`src/rtl/gpio_irq_port.sv`:
```
module gpio_irq_port #(
  parameter int NPINS = 32,
  parameter int AW    = 8
) (
  input  logic             clk,
  input  logic             rst_n,
  input  logic [AW-1:0]    bus_addr,
  input  logic             bus_we,
  input  logic [31:0]      bus_wdata,
  output logic [31:0]      bus_rdata,
  input  logic [NPINS-1:0] pad_in,
  output logic [NPINS-1:0] pad_out,
  output logic [NPINS-1:0] pad_oe,
  output logic             irq
);

  localparam logic [AW-1:0] A_OUT    = AW'('h00);
  localparam logic [AW-1:0] A_IN     = AW'('h04);
  localparam logic [AW-1:0] A_DIR    = AW'('h08);
  localparam logic [AW-1:0] A_POL    = AW'('h18);
  localparam logic [AW-1:0] A_DUAL   = AW'('h1C);
  localparam logic [AW-1:0] A_PEND   = AW'('h20);
  localparam logic [AW-1:0] A_SENSE  = AW'('h2C);
  localparam logic [AW-1:0] A_ENSET  = AW'('h30);
  localparam logic [AW-1:0] A_ENCLR  = AW'('h34);
  localparam logic [AW-1:0] A_OUTSET = AW'('h40);
  localparam logic [AW-1:0] A_OUTCLR = AW'('h44);
  localparam logic [AW-1:0] A_DIRSET = AW'('h48);
  localparam logic [AW-1:0] A_DIRCLR = AW'('h4C);

  logic [NPINS-1:0] out_q, dir_q, pol_q, dual_q, sense_q, en_q, pend_q;
  logic [NPINS-1:0] meta_q, sync_q, prev_q;
  logic [NPINS-1:0] wd, rise, fall, edge_hit, level_hit, hit, pend_clr;

  assign wd   = bus_wdata[NPINS-1:0];
  assign rise = sync_q & ~prev_q;
  assign fall = ~sync_q & prev_q;

  assign edge_hit  = ~sense_q & ((rise & ~pol_q & ~dual_q) |
                                 (fall & pol_q) |
                                 ((rise | fall) & dual_q & ~pol_q));
  assign level_hit = sense_q & (sync_q ^ pol_q);
  assign hit       = edge_hit | level_hit;

  assign pend_clr = (bus_we && bus_addr == A_PEND) ? wd : '0;

  always_ff @(posedge clk or negedge rst_n) begin
    if (!rst_n) begin
      meta_q <= '0;
      sync_q <= '0;
      prev_q <= '0;
    end else begin
      meta_q <= pad_in;
      sync_q <= meta_q;
      prev_q <= sync_q;
    end
  end

  always_ff @(posedge clk or negedge rst_n) begin
    if (!rst_n) begin
      out_q   <= '0;
      dir_q   <= '0;
      pol_q   <= '0;
      dual_q  <= '0;
      sense_q <= '0;
      en_q    <= '0;
    end else if (bus_we) begin
      case (bus_addr)
        A_OUT:    out_q   <= wd;
        A_DIR:    dir_q   <= wd;
        A_POL:    pol_q   <= wd;
        A_DUAL:   dual_q  <= wd;
        A_SENSE:  sense_q <= wd;
        A_ENSET:  en_q    <= en_q | wd;
        A_ENCLR:  en_q    <= en_q & ~wd;
        A_OUTSET: out_q   <= out_q | wd;
        A_OUTCLR: out_q   <= out_q & ~wd;
        A_DIRSET: dir_q   <= dir_q | wd;
        A_DIRCLR: dir_q   <= dir_q & ~wd;
        default: ;
      endcase
    end
  end

  always_ff @(posedge clk or negedge rst_n) begin
    if (!rst_n) pend_q <= '0;
    else        pend_q <= (pend_q & ~pend_clr) | hit;
  end

  always_comb begin
    bus_rdata = '0;
    case (bus_addr)
      A_OUT:   bus_rdata[NPINS-1:0] = out_q;
      A_IN:    bus_rdata[NPINS-1:0] = sync_q;
      A_DIR:   bus_rdata[NPINS-1:0] = dir_q;
      A_POL:   bus_rdata[NPINS-1:0] = pol_q;
      A_DUAL:  bus_rdata[NPINS-1:0] = dual_q;
      A_PEND:  bus_rdata[NPINS-1:0] = pend_q;
      A_SENSE: bus_rdata[NPINS-1:0] = sense_q;
      A_ENSET: bus_rdata[NPINS-1:0] = en_q;
      default: ;
    endcase
  end

  assign pad_out = out_q;
  assign pad_oe  = dir_q;
  assign irq     = |(pend_q & en_q);

  p_outset_bits_r2: assert property (@(posedge clk) disable iff (!rst_n)
    (bus_we && bus_addr == A_OUTSET) |=>
      ((pad_out & $past(wd)) == $past(wd)) &&
      (((pad_out ^ $past(pad_out)) & ~$past(wd)) == '0));

  p_outclr_bits_r2: assert property (@(posedge clk) disable iff (!rst_n)
    (bus_we && bus_addr == A_OUTCLR) |=>
      ((pad_out & $past(wd)) == '0) &&
      (((pad_out ^ $past(pad_out)) & ~$past(wd)) == '0));

  p_dirset_bits_r3: assert property (@(posedge clk) disable iff (!rst_n)
    (bus_we && bus_addr == A_DIRSET) |=>
      ((pad_oe & $past(wd)) == $past(wd)) &&
      (((pad_oe ^ $past(pad_oe)) & ~$past(wd)) == '0));

  p_dirclr_bits_r3: assert property (@(posedge clk) disable iff (!rst_n)
    (bus_we && bus_addr == A_DIRCLR) |=>
      ((pad_oe & $past(wd)) == '0) &&
      (((pad_oe ^ $past(pad_oe)) & ~$past(wd)) == '0));

  p_en_alias_only_r5: assert property (@(posedge clk) disable iff (!rst_n)
    !(bus_we && (bus_addr == A_ENSET || bus_addr == A_ENCLR)) |=> $stable(en_q));

  p_event_wins_r11: assert property (@(posedge clk) disable iff (!rst_n)
    1'b1 |=> ((pend_q & $past(hit)) == $past(hit)));

  p_clear_takes_r6: assert property (@(posedge clk) disable iff (!rst_n)
    (bus_we && bus_addr == A_PEND) |=> ((pend_q & $past(wd) & ~$past(hit)) == '0));

  p_masked_quiet_r10: assert property (@(posedge clk) disable iff (!rst_n)
    (en_q == '0) |-> !irq);

endmodule

```
`config.mk`:
```
export PLATFORM = sky130hd
export DESIGN_NAME = gpio_irq_port
export DESIGN_NICKNAME = d
export VERILOG_FILES = /design/src/rtl/gpio_irq_port.sv
export SDC_FILE = /design/constraint.sdc
export NUM_CORES = 1
export LEC_CHECK = 0
export BUFFER_PORTS_ARGS = -buffer_cell sky130_fd_sc_hd__buf_2
export CORE_MARGIN = 2
export CORE_UTILIZATION = 45
export DETAILED_ROUTE_END_ITERATION = 6
export GPL_ROUTABILITY_DRIVEN = 0
export PLACE_DENSITY_LB_ADDON = 0.05
export SLEW_MARGIN = 20
export SYNTH_ARGS = -nofsm -noshare
export SYNTH_HDL_FRONTEND = slang
export SYNTH_SLANG_ARGS = --single-unit
```
`constraint.sdc`:
```
create_clock -name clk -period 3.4 [get_ports clk]
set_input_delay 0.34 -clock clk [delete_from_list [all_inputs] [get_ports clk]]
set_output_delay 0.34 -clock clk [all_outputs]
set_load 0.01 [all_outputs]
```
# --- Yosys cells after proc, flatten, opt, wreduce, memory -nomap -nowiden ---
# Index checks and enable logic that the tools add are counted.
op_classes:
  eq_ne: 12
  mux: 5
  bitwise_logic: 30
  reduce_logical: 12
ops:
  columns: ["operator", "count"]
  rows:
  - ["$and 32x32->32", 14]
  - ["$or 32x32->32", 8]
  - ["$pmux 32 s8", 1]
  - ["$not 32->32", 7]
  - ["$pmux 32 s3", 2]
  - ["$pmux 32 s2", 1]
  - ["$eq 8x6->1 const B", 4]
  - ["$eq 8x7->1 const B", 4]
  - ["$mux 32", 1]
  - ["$reduce_or 32->1", 1]
  - ["$xor 32x32->32", 1]
  - ["$eq 8x5->1 const B", 2]
  - ["$reduce_and 2->1", 6]
  - ["$eq 8x3->1 const B", 1]
  - ["$eq 8x4->1 const B", 1]
  - ["$logic_not 8->1", 1]
  - ["$reduce_bool 3->1", 2]
  - ["$reduce_bool 2->1", 1]
  - ["$logic_and 1x1->1", 1]
totals:
  regBits: 320
  input_bits: 75
  output_inout_bits: 97
  wordCells: 69

# --- Depth between registers and ports, before layout ---
logic_depth:
  word_depth: 9
  ltp_mapped: 8
  ltp_nobuf: 6

# --- Least setup slack after synthesis ---
# Ideal clock, no wire load.
synth_timing:
  path_type: "input port to output port"
  startpoint: "input port bus_addr[4]"
  endpoint: "output port bus_rdata[10]"
  t_arrival_ps: 1979
  t_required_ps: 3060
  path_slack_ps: 1081
  stages: 7
  n_path_buf: 4
  path_cell_list: "buf_2 -> or4_1 -> buf_2 -> or3_1 -> buf_2 -> buf_6 -> o221ai_1"
synth_between:
  elab_chain_cells: 2
  word_cells_on_any_way: 9
  cone_classes: "eq/ne: 7; mux: 1; reduce/logical: 1"
synth_lines:
  columns: ["item", "line_no", "text"]
  rows:
  - ["from (decl)", "7", "input logic [AW-1:0] bus_addr,"]
  - ["$eq 8x6->1, or another cell as far along", "92", "case (bus_addr)"]
  - ["$pmux 32 s8 (*)", "92", null]
  - ["to (decl)", "10", "output logic [31:0] bus_rdata,"]
# Mark *: on every way between the ends. The rest lies on a longest branch, timed or not.

# --- Worst setup path in the final report ---
layout_timing:
  startpoint: "input port bus_addr[4]"
  endpoint: "output port bus_rdata[19]"
# Same word-level chain as after synthesis.

==> results.md <==
- Avg Cell Area, Syn: 11.31 um^2
- CP Class: input pin to primary output
- Clk_lat worst skew: 0.53 ns
- Mapped cell area: approximately 0.015 mm^2
- Placed cell area: 0.01690 mm^2
- Power Density: ~500 mW/mm^2
- GR Overflow Total: 0
- Fmax: 379.5 MHz
- Cts hold-fix bufs: 33
- Row count: 67
- Total CTS buffers: 38
- Leading cell types by total area after synthesis: dfrtp_1 (52%), mux2_2 (6.7%), ha_1 (5.2%)
- Hold path startpoint: bus_wdata[7]
- RSZ-0062 raised after global routing: false
- Routed WL: 48,900 um
- Status: finished, final reports clean
- Setup TNS Final: 0 ns
- Die Area: 0.03577 mm^2
- Fillers: around 3,000
- Post-synthesis sequential area ratio: 51.93%
- Crit path max fanout: 13
- Global Route Usage Sum: roughly 28%
- Die Span Y: about 190 um
- Critical Path Sink Type: primary output
- CP Data Required Time: between 3 and 4 ns
- First-pass GRT wire length: 74,760 um
- Cell variety after synth: 47
- Residual DRC: 0
- Setup Buffers After CTS: 0
- Pwr Total: 9.250 mW
- Setup violators final: 0
- ANT nets after route: 0
- First-pass DRT Iterations: 6
- Final instance area: 0.01851 mm^2
- H-tree level count: 2
- Clock slew at reported path FFs: approximately 0.060 ns
- Core Area: roughly 0.034 mm^2
- Layout net count: about 1,700
- IO Pins: around 170
- DR iter-0 viols: approximately 1,000
- Pleak: 8.837 nW
- Post-DP HPWL: 32,470 um
- Initial antenna violation count: 2
- Post-synth top cells: dfrtp_1 (320), a22oi_1 (104), mux2_2 (92)
- Reg-to-Reg Start: sync_q[25]
- Post-synth top area cell: dfrtp_1
- Yosys reg bits: 320
- Syn_nets: 1,502
- Initial Utilization: between 40% and 50%
- CP arrival: 2.30 ns
- Cells after synthesis: roughly 1,400
- Placement Setup Slack: roughly 0.81 ns
- Worst-margin pin slew: a little over 0.7 ns
- Max-cap violations: 0
- Relative slew slack: 52.65%
- Via count of the routed design: 12,140
- Hold Worst Slack: 0.1205 ns
- Final worst slack: about 0.76 ns
- Sequential Area: 0.008008 mm^2
- Commonest register cell after synthesis: dfrtp_1
- Post-synth ARST share: 100.0%
- Post-synth EDFFs: 0
- Area of the multi-input gates: between 0.006 and 0.007 mm^2
- Clk buf depth: 3
- Final Slew Violations: 0
- CP startpoint: bus_addr[4]
- Average vias per placed instance: 6.014
- CTS tree: yes
- I/O Buffers: 171
- Drt wl/cell: 24.23 um
- Layout cells sized above 1: between 20% and 30%
- Largest net degree at the start of global routing: 92
- Vias in the first global route: 12,130
- Hold WC Path Type: input pin to register
- Post-CTS Resized: 0
- VDD IR max: 0.4051 mV
- Share of the synthesized area in the top cell type: between 50% and 60%
- Worst Skew: 0.01072 ns
- Placed Instances: 1,917
- Yosys warnings: 0
- Area added between synthesis and finish: 20.02%
- Minimum clock period: 2.635 ns
- Fin crit share: roughly 78%
- Root buf cell: clkbuf_16
- CP startpoint kind: input pin
- Finished Core Util: 55.06%
- Hold Fails Final Rpt: 0
- Most numerous cell in the Yosys netlist: dfrtp_1
- Die width: 189.1 um
- CTS Sinks: 320
- Final Non-Filler Cells: 2,018
registers in the layout, summed over array words and instances, names as in the netlist, named ones only:
signal,flops
pol_q,32
dual_q,32
sync_q,32
meta_q,32
sense_q,32
pend_q,32
pad_out,32
pad_oe,32
prev_q,32
cells by family (layout without fill, tap and decap cells):
kind of cell             count (synthesis)  in the layout  share of synthesized area, %
AO/OA/AOI/OAI                          475            475                         22.23
XOR/XNOR                                24             24                         1.363
adder cells (fa/ha/maj)                 64             64                         5.193
buffers and inverters                  184            390                         4.779
flip-flops                             320            320                         51.93
multiplexers                           129            129                         9.363
other                                    0              1                             0
AND/OR/NAND/NOR                        167            167                         5.144
worst paths after layout:
check	endpoint	slack (ns)	depth (start not counted)
setup / recovery	bus_rdata[19]	0.76	7
hold reg to reg	sync_q[23]	0.34	0
max in group asynchronous	dual_q[20]	2.02	3
min in group asynchronous	meta_q[4]	0.39	2
hold / removal	register	0.12	2
setup reg to reg	pend_q[25]	1.94	5
power breakdown:
part	switching, mW	total, mW	internal [mW]
logic	0.491	0.887	0.396
registers	0.217	4.23	4.02
clock network	1.59	4.13	2.54
total	2.30	9.25	6.95
worst max-delay path, cell delays in order:
cell,delay (ns)
buf_2,0.22
or4_1,0.58
buf_4,0.19
nor2b_1,0.41
a32oi_1,0.11
o211ai_1,0.23
buf_2,0.21
cell usage in the layout, fill, tap and decap left out, types with 6 or more instances in the layout:
master	synthesis	routed
a22oi_1	104	104
buf_12	0	6
a22o_1	68	68
dfrtp_1	320	320
xor2_1	24	24
inv_1	65	65
buf_4	0	48
o221ai_1	11	11
clkbuf_1	87	10
a221o_1	32	32
ha_1	64	64
dlygate4sd3_1	0	33
a31oi_1	32	32
mux2_1	30	30
clkbuf_16	0	41
mux2i_1	7	7
o22ai_1	18	18
mux2_2	92	92
o21ai_0	64	64
nand2_1	70	70
buf_2	19	170
a21oi_1	70	70
clkbuf_8	0	9
a211o_1	55	55
o21a_1	8	8
nor2b_1	9	7
nor2_1	51	50
metal layers:
metal	GRT usage, %	part of all wire (%)	routed length [um]	vias up
li1	-	-	-	5428
met1	38.25	44	21710	6175
met2	44.14	47	22820	435
met3	4.004	5.7	2763	99
met4	10.22	3.3	1617	0
met5	0	0	0	-
layout make-up:
type | count | share of cell area (%)
Clock inverter | 7 | 0.4597
Timing Repair Buffer | 258 | 9.059
Inverter | 65 | 1.318
Sequential cell | 320 | 43.27
Clock buffer | 60 | 6.416
Tap cell | 448 | 3.029
Multi-Input combinational cell | 859 | 36.44
Antenna cell | 1 | 0.01352
No activity file was read; power rests on OpenSTA's default activity.
